<file path="src/rtl/mbx_irq_pkg.sv">
// Package mbx_irq_pkg
// Shared definitions for the mailbox interrupt controller.
// Assumes the address width is below 32 bits.
package mbx_irq_pkg;

    // Index of each port in the internal per-port arrays.
    typedef enum logic {
        PORT_A = 1'b0,
        PORT_B = 1'b1
    } mbx_port_e;

    localparam int unsigned NUM_PORTS = 2;

    // Mailbox word owned by a port: A gets 2^aw-2, B gets 2^aw-1.
    function automatic logic [31:0] mbx_box_addr(input int unsigned aw, input int unsigned port);
        logic [31:0] top;
        top = (32'd1 << aw) - 32'd2;
        return top + port;
    endfunction

    // Index of the port on the other side.
    function automatic int unsigned mbx_peer(input int unsigned port);
        return (port == 0) ? 1 : 0;
    endfunction

endpackage

</file>
<file path="src/rtl/mbx_port_decode.sv">
// Module mbx_port_decode
// Decodes one port's sampled access into two events:
//   own_rd_hit  - the port reads its own mailbox while it holds arbitration
//   peer_wr_hit - the port writes the peer's mailbox while it holds arbitration
// Assumes active-low enable and busy, and wr_n = 0 meaning write.
module mbx_port_decode #(
    parameter int unsigned          ADDR_W   = 13,
    parameter logic [ADDR_W-1:0]    OWN_BOX  = '1,
    parameter logic [ADDR_W-1:0]    PEER_BOX = '0
) (
    input  logic              en_n,
    input  logic              wr_n,
    input  logic [ADDR_W-1:0] addr,
    input  logic              busy_n,
    output logic              own_rd_hit,
    output logic              peer_wr_hit
);

    logic granted;
    logic is_own;
    logic is_peer;

    // Access counts only when enabled and not blocked by the arbiter.
    always_comb begin
        granted = !en_n && busy_n;
        is_own  = (addr == OWN_BOX);
        is_peer = (addr == PEER_BOX);
    end

    // Classify the granted access by direction and target mailbox.
    always_comb begin
        own_rd_hit  = granted && wr_n && is_own;
        peer_wr_hit = granted && !wr_n && is_peer;
    end

endmodule

</file>
<file path="src/rtl/mbx_irq_flag.sv">
// Module mbx_irq_flag
// Holds one interrupt flag, presented active low.
// A set beats a clear on the same edge. Reset is synchronous and active low,
// and leaves the output inactive (high).
module mbx_irq_flag (
    input  logic clk,
    input  logic rst_n,
    input  logic set,
    input  logic clr,
    output logic irq_n
);

    // Update the flag: reset, then set, then clear, else hold.
    always_ff @(posedge clk) begin
        if (!rst_n) begin
            irq_n <= 1'b1;
        end else if (set) begin
            irq_n <= 1'b0;
        end else if (clr) begin
            irq_n <= 1'b1;
        end
    end

endmodule

</file>
<file path="src/rtl/mbx_irq_ctrl.sv">
// Module mbx_irq_ctrl
// Top level of the mailbox interrupt controller. One decoder per port
// classifies that port's access. A port's flag is set by the peer's mailbox
// write and cleared by the port's own mailbox read.
// Assumes every input is synchronous to clk.
module mbx_irq_ctrl
    import mbx_irq_pkg::*;
#(
    parameter int unsigned ADDR_W = 13
) (
    input  logic              clk,
    input  logic              rst_n,
    input  logic              a_en_n,
    input  logic              a_wr_n,
    input  logic [ADDR_W-1:0] a_addr,
    input  logic              a_busy_n,
    input  logic              b_en_n,
    input  logic              b_wr_n,
    input  logic [ADDR_W-1:0] b_addr,
    input  logic              b_busy_n,
    output logic              a_irq_n,
    output logic              b_irq_n
);

    logic              en_n   [NUM_PORTS];
    logic              wr_n   [NUM_PORTS];
    logic [ADDR_W-1:0] addr   [NUM_PORTS];
    logic              busy_n [NUM_PORTS];
    logic              rd_hit [NUM_PORTS];
    logic              wr_hit [NUM_PORTS];
    logic              irq_n  [NUM_PORTS];

    // Gather the named ports into per-port arrays.
    always_comb begin
        en_n[PORT_A]   = a_en_n;
        wr_n[PORT_A]   = a_wr_n;
        addr[PORT_A]   = a_addr;
        busy_n[PORT_A] = a_busy_n;
        en_n[PORT_B]   = b_en_n;
        wr_n[PORT_B]   = b_wr_n;
        addr[PORT_B]   = b_addr;
        busy_n[PORT_B] = b_busy_n;
    end

    for (genvar p = 0; p < NUM_PORTS; p++) begin : g_port
        localparam int unsigned       PEER     = mbx_peer(p);
        localparam logic [ADDR_W-1:0] OWN_BOX  = ADDR_W'(mbx_box_addr(ADDR_W, p));
        localparam logic [ADDR_W-1:0] PEER_BOX = ADDR_W'(mbx_box_addr(ADDR_W, PEER));

        mbx_port_decode #(
            .ADDR_W   (ADDR_W),
            .OWN_BOX  (OWN_BOX),
            .PEER_BOX (PEER_BOX)
        ) u_dec (
            .en_n        (en_n[p]),
            .wr_n        (wr_n[p]),
            .addr        (addr[p]),
            .busy_n      (busy_n[p]),
            .own_rd_hit  (rd_hit[p]),
            .peer_wr_hit (wr_hit[p])
        );

        mbx_irq_flag u_flag (
            .clk   (clk),
            .rst_n (rst_n),
            .set   (wr_hit[PEER]),
            .clr   (rd_hit[p]),
            .irq_n (irq_n[p])
        );
    end

    // Drive the named outputs from the per-port flags.
    always_comb begin
        a_irq_n = irq_n[PORT_A];
        b_irq_n = irq_n[PORT_B];
    end

endmodule

</file>
<file path="config.mk">
export PLATFORM = sky130hd
export DESIGN_NAME = mbx_irq_ctrl
export DESIGN_NICKNAME = d
export VERILOG_FILES = /design/src/rtl/mbx_irq_pkg.sv /design/src/rtl/mbx_port_decode.sv /design/src/rtl/mbx_irq_flag.sv /design/src/rtl/mbx_irq_ctrl.sv
export SDC_FILE = /design/constraint.sdc
export NUM_CORES = 1
export LEC_CHECK = 0
export ABC_AREA = 1
export BUFFER_PORTS_ARGS = -buffer_cell sky130_fd_sc_hd__buf_2
export CORE_AREA = 2 2 39 41
export CTS_BUF_LIST = sky130_fd_sc_hd__clkbuf_16
export DETAILED_ROUTE_END_ITERATION = 8
export DIE_AREA = 0 0 41 43
export HOLD_SLACK_MARGIN = 0.15
export MAX_ROUTING_LAYER = met4
export PLACE_DENSITY_LB_ADDON = 0.1
export REMOVE_ABC_BUFFERS = 1
export SYNTH_ARGS = -nofsm -noshare
export SYNTH_HDL_FRONTEND = slang
export SYNTH_SLANG_ARGS = --single-unit
</file>
<file path="constraint.sdc">
create_clock -name clk -period 0.8 [get_ports clk]
set_input_delay 0.16 -clock clk [delete_from_list [all_inputs] [get_ports clk]]
set_output_delay 0.16 -clock clk [all_outputs]
set_load 0.03 [all_outputs]
</file>
==> metrics, run 1 <==
post-route clock period utilization 103.8%; Final Core Density roughly two fifths; area grow syn2layout 126.9%; Max Slew Vio Count 0; Final setup viols 2; CP startpoint kind register; gr usage total 10.47%; flops & latches, synth 2; Regs by FF count g_port.u_flag.irq_n: 2 flops; DRC viols 0; routed via count 369; die area 1763 µm²; Setup Skew 0 ns; Routed WL per cell 7.081 µm; antenna cells 0; Ports 36; CTS sink cnt 2; Core Rows 14; failing checks negative setup slack; share of cells above drive strength 1 56.63%; Die Y 43 µm; grt ovf 0; RePlAce Congestion about 0.65; most common cell after layout, fill and taps aside buf_2; MaxCap Viol Count 0; critical-path cell list buf_6; P per Cell Area 1830 nW/µm²; Largest stage delay, worst path 0.32 ns; highest-count cells in the layout ignoring fill and taps buf_2, nand2_1, nor2_2; initial core utilization 16.82%; Post-Layout Inst Area 528.0 µm²; CTS Buf Count 3; Worst Max-Slew Pin Slew 0.1589 ns; Total Power 966.4 µW; Max Fclk roughly 1200 MHz; setup slack at placement -0.04491 ns; Reg clk slew, reported paths 0.03 ns; Crit. End Element output port; Post-Syn Area between 200 and 250 µm²; crit path max-delay cell type dfxtp_2; Critical Path Stages 1; met3 Use GR 7.853%; CTS tree yes; crit path kind register to output port; Peak VDD IR 1.795 mV; drt total wl 701 µm; Die X 41 µm; core area 1384 µm²; Largest register FFs 2; post-route ant nets 0; YS warnings 0; GRT busiest layer met2; RSZ-0062 raised after global routing true; Worst Path Required 0.64 ns; # Post-CTS Setup Buffers 0; vias in the first global route approximately 330; DRT iter0 DRCs 2; pin count of the biggest net entering global routing 3; first-pass GRT wire length 1.193 mm; status complete, but fails checks; crit-path max FO 2; clock buffer depth 2; initial antenna violation count 0; Final min period approximately 0.83 ns; Final HPWL DP 610.8 µm; Biggest register g_port.u_flag.irq_n; Post-Syn Instances 44; Final Worst Setup Slack -0.03066 ns; hold depth 5; mean area per synthesized cell ~5.3 µm²; R2R cell count 3; nets 119; Netlist cell types 11; Top delay family on crit path flip-flops; final hold violation count 0; Seq/Total Area, Yosys 17.20%; Worst Path Arrival 0.67 ns; CTS root buffer clkbuf_16; area post-placement roughly 430 µm²; met1 usage 11.50%; I/O Buffers 35; Vias/cell 3.727; CP bufs+invs 1; worst skew pair latency 0.22 ns; Max-slew headroom 89.38%; Worst Hold Class input pin to register; M2 GR Usage 15.00%; Lkg Pwr 0.0002883 µW; H-tree Lvls 1; DR pass1 iterations 2
## timing repair
item / 4_1_cts / 5_1_grt
resized for setup: 6 / 0
endpoints found under the setup margin: 2 / 2
hold endpoints to repair: 2 / 0
pin swaps: 0 / 0
gates cloned: 0 / 0
hold buffers: 1 / 0
## path summary, 6_finish.rpt
path	startpoint	endpoint	slack [ns]
max reg2reg	g_port[1].u_flag.irq_n	g_port[1].u_flag.irq_n	0.11
min	b_addr[0]	g_port[0].u_flag.irq_n	0.25
max	g_port[0].u_flag.irq_n	a_irq_n	-0.03
min reg2reg	g_port[1].u_flag.irq_n	g_port[1].u_flag.irq_n	0.53
## power breakdown
part           total, µW  internal (µW)  switching [µW]
clock                746            636             110
combinational        120           74.4            45.9
sequential           101            101         0.00193
## stage by stage
stage               TNS [ns]  hold slack [ns]  cells
floorplan                  0           0.2287     44
CTS                 -0.06702           0.2637     99
detailed placement  -0.07952           0.3456     95
global placement    -0.03930           0.3507     95
finish              -0.04423           0.2542     99
global route        -0.09104           0.2983     99
## area by class of cell
cell class / count / area [µm²]
Multi-Input combinational cell: 37 / 173.9
Inverter: 5 / 18.77
Sequential cell: 2 / 42.54
Timing Repair Buffer: 36 / 197.7
Tap cell: 16 / 20.02
Fill cell: 153 / 855.8
Clock buffer: 3 / 75.07
## cell usage after synthesis
master	n	area, µm²
o21bai_2	1	11.26
nor2_2	5	31.28
nor2_1	4	15.01
inv_1	4	15.01
inv_2	1	3.750
nor3b_1	1	7.510
dfxtp_1	2	40.04
nand2_1	21	78.83
o21bai_1	1	7.510
nand3_1	2	10.01
nand4_1	2	12.51
## kinds of logic (layout without fill, tap and decap cells)
logic type             count (synthesis)  after routing  synth area share (%)
and+or+nand+nor                       35             35                 66.67
DFF                                    2              2                 17.20
buffers and inverters                  5             44                 8.061
AOI/OAI and AO/OA                      2              2                 8.065
## routing by layer
metal	up-vias	share of wire, %
met5	-	0
met4	0	0
met3	0	17
met2	20	41
met1	134	43
li1	215	-
(Power assumes the default switching activity.)
==> run 2: changes to the inputs <==
PLACE_DENSITY = 0.61   (was default)
PLACE_DENSITY_LB_ADDON = default   (was 0.1)
clock period = 1.1 ns   (was 0.8 ns; I/O delays follow)
==> run 2 against run 1 <==
Effect of this change: the flow now finishes without violations; sequential share of layout area decreased by 0.097 points; worst hold slack lost 0.068 ns; worst setup slack improved by 0.19 ns; critical path depth unchanged; non-clock buffer count decreased by 1; clock skew unchanged; first-iteration DRC count is 100% lower; combinational power down 29%.
==> metrics, run 2 (synthesis gave the netlist of run 1 again) <==
status completed; Max-slew headroom 89.80% (+0.42 points); I/O Buffers 35 (unchanged); crit path kind register to output port; Worst Path Arrival 0.72 ns (+0.05 ns); Regs by FF count g_port.u_flag.irq_n: 2 flops; CP startpoint kind register; Peak VDD IR 0.7452 mV (-58%); routed via count 392 (+6.2%); CTS Buf Count 3 (unchanged); Vias/cell 4.000 (+7.3%); vias in the first global route 362 (+8.7%); setup tns final 0 ns (+0.04423 ns); Max Fclk 1061 MHz; worst skew pair latency 0.22 ns (about the same); Sequential Power Share 10.3% (about the same); pin count of the biggest net entering global routing 3 (unchanged); antenna cells 0 (unchanged); core area 1384 µm² (unchanged); post-route clock period utilization 85.65%; Setup Skew 0 ns (unchanged); Top delay family on crit path flip-flops; Worst Hold Class input pin to register; Largest register FFs 2 (unchanged); Core Rows 14 (unchanged); Ports 36 (unchanged); hold buffers post-CTS 0 (-1); Reg clk slew, reported paths 0.03 ns (about the same); CTS root buffer clkbuf_16; most common cell after layout, fill and taps aside buf_2; Die X 41 µm (unchanged); Die Y 43 µm (unchanged); Crit. End Element output port; critical-path cell list buf_2; internal power 587.7 µW (-27%); hold depth 2 (-3); # Post-CTS Setup Buffers 0 (unchanged); Lkg Pwr 0.0002778 µW (-3.6%); nets 118 (-0.84%); final hold violation count 0 (unchanged); Biggest register g_port.u_flag.irq_n; Sw Share 16.93% (+0.79 points); Final min period approximately 0.94 ns; RePlAce Congestion 0.6089 (-5.6%); gr usage total 10.26% (-0.22 points); Largest stage delay, worst path 0.31 ns (about the same); switching pwr 119.8 µW (-23%); Routed WL per cell 7.408 µm (+4.6%); highest-count cells in the layout ignoring fill and taps buf_2, nand2_1, nor2_2; DRT iter0 DRCs 0 (-2); combinational power share 12.1% (-0.3 points); Max Slew Vio Count 0 (unchanged); crit-path max FO 2 (unchanged); post-route ant nets 0 (unchanged); clock power share 77.6% (+0.4 points); R2R cell count 3 (unchanged); CP bufs+invs 1 (unchanged); Final setup viols 0 (-2); DRC viols 0 (unchanged); first-pass GRT wire length 1.131 mm (-5.2%); Worst Path Required 0.88 ns (+0.24 ns); Critical Path Stages 1 (unchanged); Final HPWL DP 636.9 µm (+4.3%); MaxCap Viol Count 0 (unchanged); P per Cell Area 1407 nW/µm² (-23%); area grow syn2layout 116.1%; H-tree Lvls 1 (unchanged); CTS sink cnt 2 (unchanged); clock buffer depth 2 (unchanged); grt ovf 0 (unchanged); Total Power 707.5 µW (-27%); drt total wl 726 µm (+3.6%); die area 1763 µm² (unchanged); RSZ-0062 raised after global routing false; CTS tree yes; initial antenna violation count 0 (unchanged); crit path max-delay cell type dfxtp_1; share of cells above drive strength 1 54.88% (-1.7 points); CTS resizes 0 (-6); DR pass1 iterations 1 (-1); Worst Max-Slew Pin Slew 0.1526 ns (-0.006271 ns); initial core utilization 16.82% (unchanged)
run 2: changes by cell type in the layout (fill, tap and decap cells not counted), sizes merged:
| cell | change |
|---|---|
| dlygate4sd3 | -1 |
run 2: final timing paths:
path                            endpoint  slack (ns)                   start
setup / recovery                 a_irq_n        0.16  g_port[0].u_flag.irq_n
hold / removal    g_port[1].u_flag.irq_n        0.19                   rst_n
setup reg to reg  g_port[1].u_flag.irq_n        0.44  g_port[1].u_flag.irq_n
hold reg to reg   g_port[1].u_flag.irq_n        0.52  g_port[1].u_flag.irq_n
run 2: per-stage QoR:
stage | instances | area, µm² | hold slack [ns] | worst slack (ns) | utilization (%)
global placement | 95 | 427.9 | 0.4140 | 0.2369 | 30.92
detailed placement | 95 | 427.9 | 0.4124 | 0.2167 | 30.92
floorplan | 44 | 232.7 | 0.2887 | 0.3011 | -
global route | 98 | 503.0 | 0.1986 | 0.1205 | 36.35
finish | 98 | 503.0 | 0.1861 | 0.1578 | 36.35
CTS | 98 | 503.0 | 0.1823 | 0.1513 | 36.35
run 2: area by class of cell:
type / count / area (µm²)
Fill cell: 172 / 880.8
Timing Repair Buffer: 35 / 175.2
Multi-Input combinational cell: 37 / 173.9
Clock buffer: 3 / 75.07
Sequential cell: 2 / 40.04
Tap cell: 16 / 20.02
Inverter: 5 / 18.77
run 2: power groups by stage:
stage / registers (µW) / clock network (µW) / logic (µW)
final: 73.2 / 549 / 85.6
after global routing: 73.1 / 566 / 98.3
after CTS: 73.1 / 557 / 86.7
after detailed placement: 74.0 / 0 / 86.4
after global placement: 74.0 / 0 / 83.8
after floorplan: 74.0 / 0 / 26.2
run 2: metal layers:
layer | part of all wire [%] | global-route usage, % | vias to the layer above
met5 | 0 | - | -
met4 | 3.0 | 10.00 | 0
met3 | 17 | 5.759 | 2
met2 | 47 | 15.63 | 23
met1 | 33 | 7.643 | 155
li1 | - | - | 212
